File: src/rtl/cfg_regfile_pkg.sv
package cfg_regfile_pkg;

  typedef enum logic [2:0] {
    KIND_NONE    = 3'd0,
    KIND_CHMASK  = 3'd1,
    KIND_XFER    = 3'd2,
    KIND_SHD_LOC = 3'd3,
    KIND_SHD_GLB = 3'd4
  } reg_kind_e;

  // reset value of the shadowed byte at offset off
  function automatic logic [7:0] shd_reset_val(int unsigned off);
    return 8'(32'h40 + off);
  endfunction

endpackage

File: src/rtl/cfg_addr_decode.sv
module cfg_addr_decode
  import cfg_regfile_pkg::*;
#(
  parameter int unsigned AW        = 8,
  parameter int unsigned SHD_BASE  = 8,
  parameter int unsigned N_SHD     = 17,
  parameter int unsigned N_LOCAL   = 8,
  parameter int unsigned MASK_ADDR = 5,
  parameter int unsigned XFER_ADDR = 255,
  parameter int unsigned OW        = 5
) (
  input  logic [AW-1:0] addr,
  output reg_kind_e     kind,
  output logic [OW-1:0] off
);
  localparam logic [AW-1:0] BASE_A = AW'(SHD_BASE);
  localparam logic [AW-1:0] LAST_A = AW'(SHD_BASE + N_SHD - 1);
  localparam logic [AW-1:0] LOC_LAST_A = AW'(SHD_BASE + N_LOCAL - 1);

  logic [AW-1:0] diff;

  always_comb begin
    diff = addr - BASE_A;
    off  = diff[OW-1:0];
    if (addr == AW'(MASK_ADDR))
      kind = KIND_CHMASK;
    else if (addr == AW'(XFER_ADDR))
      kind = KIND_XFER;
    else if (addr >= BASE_A && addr <= LOC_LAST_A)
      kind = KIND_SHD_LOC;
    else if (addr > LOC_LAST_A && addr <= LAST_A)
      kind = KIND_SHD_GLB;
    else
      kind = KIND_NONE;
  end
endmodule

File: src/rtl/cfg_shadow_bank.sv
module cfg_shadow_bank
  import cfg_regfile_pkg::*;
#(
  parameter int unsigned N_REG = 17,
  parameter int unsigned DW    = 8,
  parameter int unsigned OW    = 5
) (
  input  logic              clk,
  input  logic              rst_n,
  input  logic              wr_en,
  input  logic [OW-1:0]     wr_off,
  input  logic [DW-1:0]     wr_data,
  input  logic              xfer,
  output logic [N_REG*DW-1:0] shd_flat,
  output logic [N_REG*DW-1:0] act_flat
);
  for (genvar i = 0; i < N_REG; i++) begin : g_reg
    localparam logic [DW-1:0] RST_V = DW'(shd_reset_val(i));
    logic [DW-1:0] shd_q;
    logic [DW-1:0] act_q;

    always_ff @(posedge clk or negedge rst_n) begin
      if (!rst_n)
        shd_q <= RST_V;
      else if (wr_en && wr_off == OW'(i))
        shd_q <= wr_data;
    end

    always_ff @(posedge clk or negedge rst_n) begin
      if (!rst_n)
        act_q <= RST_V;
      else if (xfer)
        act_q <= shd_q;
    end

    assign shd_flat[i*DW +: DW] = shd_q;
    assign act_flat[i*DW +: DW] = act_q;
  end
endmodule

File: src/rtl/cfg_read_mux.sv
module cfg_read_mux
  import cfg_regfile_pkg::*;
#(
  parameter int unsigned DW      = 8,
  parameter int unsigned N_SHD   = 17,
  parameter int unsigned N_LOCAL = 8,
  parameter int unsigned OW      = 5
) (
  input  reg_kind_e             kind,
  input  logic [OW-1:0]         off,
  input  logic [1:0]            chmask,
  input  logic                  xfer_q,
  input  logic [N_SHD*DW-1:0]   shd_a,
  input  logic [N_LOCAL*DW-1:0] shd_b,
  output logic [DW-1:0]         rd_val
);
  logic [DW-1:0] pick_a;
  logic [DW-1:0] pick_b;

  always_comb begin
    pick_a = '0;
    pick_b = '0;
    for (int i = 0; i < int'(N_SHD); i++)
      if (off == OW'(i)) pick_a = shd_a[i*DW +: DW];
    for (int i = 0; i < int'(N_LOCAL); i++)
      if (off == OW'(i)) pick_b = shd_b[i*DW +: DW];
  end

  always_comb begin
    unique case (kind)
      KIND_CHMASK:  rd_val = DW'(chmask);
      KIND_XFER:    rd_val = DW'(xfer_q);
      KIND_SHD_LOC: rd_val = (chmask == 2'b10) ? pick_b : pick_a;
      KIND_SHD_GLB: rd_val = pick_a;
      default:      rd_val = '0;
    endcase
  end
endmodule

File: src/rtl/cfg_dual_regfile.sv
module cfg_dual_regfile
  import cfg_regfile_pkg::*;
#(
  parameter int unsigned AW        = 8,
  parameter int unsigned DW        = 8,
  parameter int unsigned SHD_BASE  = 8,
  parameter int unsigned N_SHD     = 17,
  parameter int unsigned N_LOCAL   = 8,
  parameter int unsigned MASK_ADDR = 5,
  parameter int unsigned XFER_ADDR = 255
) (
  input  logic                clk,
  input  logic                rst_n,
  input  logic                wr_en,
  input  logic                rd_en,
  input  logic [AW-1:0]       addr,
  input  logic [DW-1:0]       wr_data,
  output logic [DW-1:0]       rd_data,
  output logic                rd_valid,
  output logic [N_SHD*DW-1:0] act_a,
  output logic [N_SHD*DW-1:0] act_b
);
  localparam int unsigned OW = $clog2(N_SHD);
  localparam logic [1:0]  MASK_RST = 2'b11;

  reg_kind_e             kind;
  logic [OW-1:0]         off;
  logic [1:0]            chmask_q;
  logic                  xfer_q;
  logic                  we_a;
  logic                  we_b;
  logic [N_SHD*DW-1:0]   shd_a;
  logic [N_SHD*DW-1:0]   act_a_raw;
  logic [N_LOCAL*DW-1:0] shd_b;
  logic [N_LOCAL*DW-1:0] act_b_raw;
  logic [DW-1:0]         rd_val;

  cfg_addr_decode #(
    .AW(AW), .SHD_BASE(SHD_BASE), .N_SHD(N_SHD), .N_LOCAL(N_LOCAL),
    .MASK_ADDR(MASK_ADDR), .XFER_ADDR(XFER_ADDR), .OW(OW)
  ) dec_i (
    .addr(addr), .kind(kind), .off(off)
  );

  always_ff @(posedge clk or negedge rst_n) begin
    if (!rst_n)
      chmask_q <= MASK_RST;
    else if (wr_en && kind == KIND_CHMASK)
      chmask_q <= wr_data[1:0];
  end

  // command bit lives for one cycle, then clears itself
  always_ff @(posedge clk or negedge rst_n) begin
    if (!rst_n)
      xfer_q <= 1'b0;
    else
      xfer_q <= wr_en && kind == KIND_XFER && wr_data[0];
  end

  always_comb begin
    we_a = wr_en && (kind == KIND_SHD_GLB ||
                     (kind == KIND_SHD_LOC && chmask_q[0]));
    we_b = wr_en && kind == KIND_SHD_LOC && chmask_q[1];
  end

  cfg_shadow_bank #(.N_REG(N_SHD), .DW(DW), .OW(OW)) bank_a_i (
    .clk(clk), .rst_n(rst_n), .wr_en(we_a), .wr_off(off),
    .wr_data(wr_data), .xfer(xfer_q), .shd_flat(shd_a), .act_flat(act_a_raw)
  );

  cfg_shadow_bank #(.N_REG(N_LOCAL), .DW(DW), .OW(OW)) bank_b_i (
    .clk(clk), .rst_n(rst_n), .wr_en(we_b), .wr_off(off),
    .wr_data(wr_data), .xfer(xfer_q), .shd_flat(shd_b), .act_flat(act_b_raw)
  );

  assign act_a = act_a_raw;
  for (genvar i = 0; i < N_SHD; i++) begin : g_actb
    if (i < N_LOCAL) begin : g_loc
      assign act_b[i*DW +: DW] = act_b_raw[i*DW +: DW];
    end else begin : g_glb
      assign act_b[i*DW +: DW] = act_a_raw[i*DW +: DW];
    end
  end

  cfg_read_mux #(.DW(DW), .N_SHD(N_SHD), .N_LOCAL(N_LOCAL), .OW(OW)) rmux_i (
    .kind(kind), .off(off), .chmask(chmask_q), .xfer_q(xfer_q),
    .shd_a(shd_a), .shd_b(shd_b), .rd_val(rd_val)
  );

  always_ff @(posedge clk or negedge rst_n) begin
    if (!rst_n) begin
      rd_data  <= '0;
      rd_valid <= 1'b0;
    end else begin
      rd_valid <= rd_en;
      if (rd_en) rd_data <= rd_val;
    end
  end
endmodule

File: config.mk
export PLATFORM = sky130hd
export DESIGN_NAME = cfg_dual_regfile
export DESIGN_NICKNAME = d
export VERILOG_FILES = /design/src/rtl/cfg_regfile_pkg.sv /design/src/rtl/cfg_addr_decode.sv /design/src/rtl/cfg_shadow_bank.sv /design/src/rtl/cfg_read_mux.sv /design/src/rtl/cfg_dual_regfile.sv
export SDC_FILE = /design/constraint.sdc
export NUM_CORES = 1
export LEC_CHECK = 0
export CORE_MARGIN = 5
export CORE_UTILIZATION = 44
export CTS_BUF_LIST = sky130_fd_sc_hd__clkbuf_4
export CTS_CLUSTER_DIAMETER = 200
export CTS_CLUSTER_SIZE = 28
export DETAILED_ROUTE_END_ITERATION = 8
export DONT_BUFFER_PORTS = 1
export SKIP_CTS_REPAIR_TIMING = 1
export SLEW_MARGIN = 0
export SYNTH_ARGS = -nofsm -noshare
export SYNTH_HDL_FRONTEND = slang
export SYNTH_SLANG_ARGS = --single-unit
File: constraint.sdc
create_clock -name clk -period 2 [get_ports clk]
set_clock_uncertainty 0.05 [all_clocks]
set_input_delay 0 -clock clk [delete_from_list [all_inputs] [get_ports clk]]
set_output_delay 0 -clock clk [all_outputs]
set_load 0.02 [all_outputs]
==> summary.md <==
| Metric | Value |
|---|---|
| CP endpoint kind | flip-flop |
| Detailed Place HPWL | 42,400 µm |
| Post-synth EDFFs | 0 |
| Setup TNS | -0.986 ns |
| I/O Pins | 301 |
| Row cnt | 75 |
| Setup violations, final | 29 |
| Syn Area/Cell | 13.5 µm² |
| Final std cells w/o fill | 2,039 |
| Crit path DAT | 2.98 ns |
| Post-Syn Nets | 1,409 |
| Final setup margin | -0.186 ns |
| Class of the most critical setup path | input port to flip-flop |
| Count of different cell masters after synthesis | 72 |
| Final Util | 50.3% |
| H-tree Lvls | 1 |
| FMAX | 0.457 GHz |
| Largest net degree at the start of global routing | 413 |
| Core ar. | 42,000 µm² |
| Die H | 216 µm |
| GRT Total Usage | 24.7% |
| PwrDens | 601 nW/µm² |
| Pwr Total | 12.7 mW |
| Largest buffer count on any clock path | 3 |
| Placed cell count | 1,942 |
| Area Overhead vs Synth | 13.1% |
| Worst-path maximum fanout | 19 |
| Ys async rst share | 100% |
| Worst Path Required | 2.79 ns |
| Slew @ Worst Pin | 1.10 ns |
| Min-delay worst type | input port to async pin |
| TritonCTS Buffers | 18 |
| P_leak | 9.60 nW |
| Hold WS | -1.24 ns |
| Initial Util | 44.5% |
| Syn Inst Count | 1,388 |
| Die Area | 46,700 µm² |
| Layout net count | 1,505 |
| CTS Sinks | 412 |
| CTS tree | yes |
| DRT antenna net count | 0 |
| CP startpoint | addr[3] |
| Worst r2r path cells | 7 |
| Clock root buffer | clkbuf_4 |
| Per-cell routed wire length | 29.7 µm |
| Fin crit period | 2.19 ns |
| Max-cap violation count | 0 |
| Final non-filler cell area | 21,200 µm² |
| Sequential fraction of the synthesis area | 56.1% |
| Tcrit/Tclk final | 109% |
| Primary FF master, synth | dfrtp_1 |
| Post-Place Cell Area | 20,000 µm² |
| Drt first pass iters | 5 |
| Total vias in the final route | 12,000 |
| Failing checks | hold timing, setup timing |
| Routed WL | 60,600 µm |
| Share of layout cells above drive strength 1 | 54.5% |
| DR DRC count | 0 |
| Antenna violations before repair | 5 |
| Clock slew at reported path FFs | 0.31 ns |
| Vias in the first global route | 12,200 |
| Gp weighted congestion | 0.954 |
| Synth Warn # | 0 |
| Status | complete, but fails checks |
| DR iter-0 viols | 912 |
| Via/cell ratio | 5.86 |
| Crit start category | input port |
| Total congestion overflow | 0 |
| I/O Buffers | 0 |
| Die Wd | 216 µm |
| Number of synthesized register bits | 412 |
| First-pass GRT wire length | 86,900 µm |
| Maximum vdd drop | 0.000465 V |
| Unrepaired setup endpoints after global routing | yes |
| Max-Slew Margin vs Limit | 26.7% |
| Synthesized area | 18,700 µm² |
| Clock latency on the worst-skew pair | 0.86 ns |
| Worst r2r src | bank_a_i.g_reg[0].shd_q[1] |
| Fin. Hold Viols | 428 |
| Slew Limit Fails | 0 |
==> routing by layer <==
metal | wire, µm | vias up | track usage [%]
li1 | - | 5188 | -
met1 | 25700 | 6267 | 32.9
met2 | 29500 | 410 | 41.5
met3 | 4010 | 79 | 5.54
met4 | 1330 | 12 | 5.94
met5 | 81 | - | 0
==> synthesized netlist by cell type, types with 9 or more instances <==
| cell | number | share of area (%) |
|---|---|---|
| o22ai_1 | 11 | 0.37 |
| nand2b_1 | 9 | 0.30 |
| nor2_4 | 10 | 0.60 |
| mux2_2 | 403 | 24 |
| nor3_1 | 18 | 0.48 |
| nand2_1 | 47 | 0.94 |
| o21ai_0 | 25 | 0.67 |
| a21oi_1 | 61 | 1.6 |
| dfrtp_1 | 270 | 36 |
| nor2b_1 | 12 | 0.40 |
| nor2_1 | 36 | 0.72 |
| clkbuf_1 | 50 | 1.0 |
| buf_2 | 19 | 0.51 |
| buf_4 | 77 | 3.1 |
| a22oi_1 | 12 | 0.48 |
| dfstp_2 | 142 | 20 |
| nand3_1 | 10 | 0.27 |
| mux2i_1 | 14 | 0.75 |
| inv_1 | 9 | 0.18 |
==> registers in the layout (all words and copies together), names as in the netlist <==
name,count
bank_a_i.g.shd_q,136
rd_data,8
xfer_q,1
bank_b_i.g.shd_q,64
bank_b_i.g.act_q,64
bank_a_i.g.act_q,136
chmask_q,2
rd_valid,1
==> layout make-up <==
cell class / instances / area, µm²
fillers: 3716 / 20900
flip-flops and latches: 412 / 10500
inverters: 9 / 37.5
repair buffers: 225 / 2230
clock inverters: 1 / 8.76
clock buffers: 31 / 233
multi-input cells: 818 / 7460
well taps: 539 / 674
diodes: 4 / 10.0
==> metrics by stage <==
stage / setup WS, ns / hold WS (ns)
finish: -0.186 / -1.24
global route: -0.125 / -1.33
CTS: -0.155 / -1.33
detailed placement: -0.299 / -0.328
global placement: -0.285 / -0.328
floorplan: 0.0235 / -0.346
==> worst max-delay path: stages <==
cell	delay, ns
buf_12	0.14
and2b_1	0.25
dlygate4sd3_1	0.68
nand2_1	0.11
nor2_1	0.09
dlygate4sd3_1	0.58
and3_1	0.20
mux2_2	0.34
dlygate4sd3_1	0.57
==> cells in the final DEF, fill, tap and decap left out, drive strengths merged, types with 9 or more instances in the layout <==
master and instances:
inv 9, mux2i 14, dfstp 142, nor2 54, nand3 11, nor3 27
mux2 404, nand2b 9, nand2 48, a21oi 62, a22oi 12, o21ai 26
clkbuf 31, dlygate4sd3 43, buf 182, o22ai 11, nor2b 12, dfrtp 270
==> path summary, 6_finish.rpt <==
kind	endpoint	slack, ns
max	chmask_q[1]	-0.19
min	bank_b_i.g_reg[7].act_q[3]	-1.24
max reg2reg	rd_data[1]	-0.09
min reg2reg	bank_b_i.g_reg[3].act_q[4]	0.51
max in group asynchronous	bank_a_i.g_reg[12].shd_q[5]	2.25
min in group clk	bank_a_i.g_reg[11].shd_q[4]	-0.51
==> report_power, final <==
| part | internal [mW] | switching (mW) | total [mW] | leakage, nW |
|---|---|---|---|---|
| Sequential | 8.45 | 0.0907 | 8.54 | 5.22 |
| Combinational | 0.406 | 0.556 | 0.962 | 4.23 |
| Clock | 0.697 | 2.50 | 3.20 | 0.147 |
| Total | 9.55 | 3.15 | 12.7 | 9.60 |
==> cell families after synthesis <==
kind of cell | Yosys count | share of synthesized area, %
simple gates | 195 | 6.29
flops | 412 | 56.1
mux | 420 | 25.3
compound gates | 202 | 7.40
fa+ha+maj | 1 | 0.0669
buf+inv | 158 | 4.88
No activity file was read; power rests on OpenSTA's default activity.
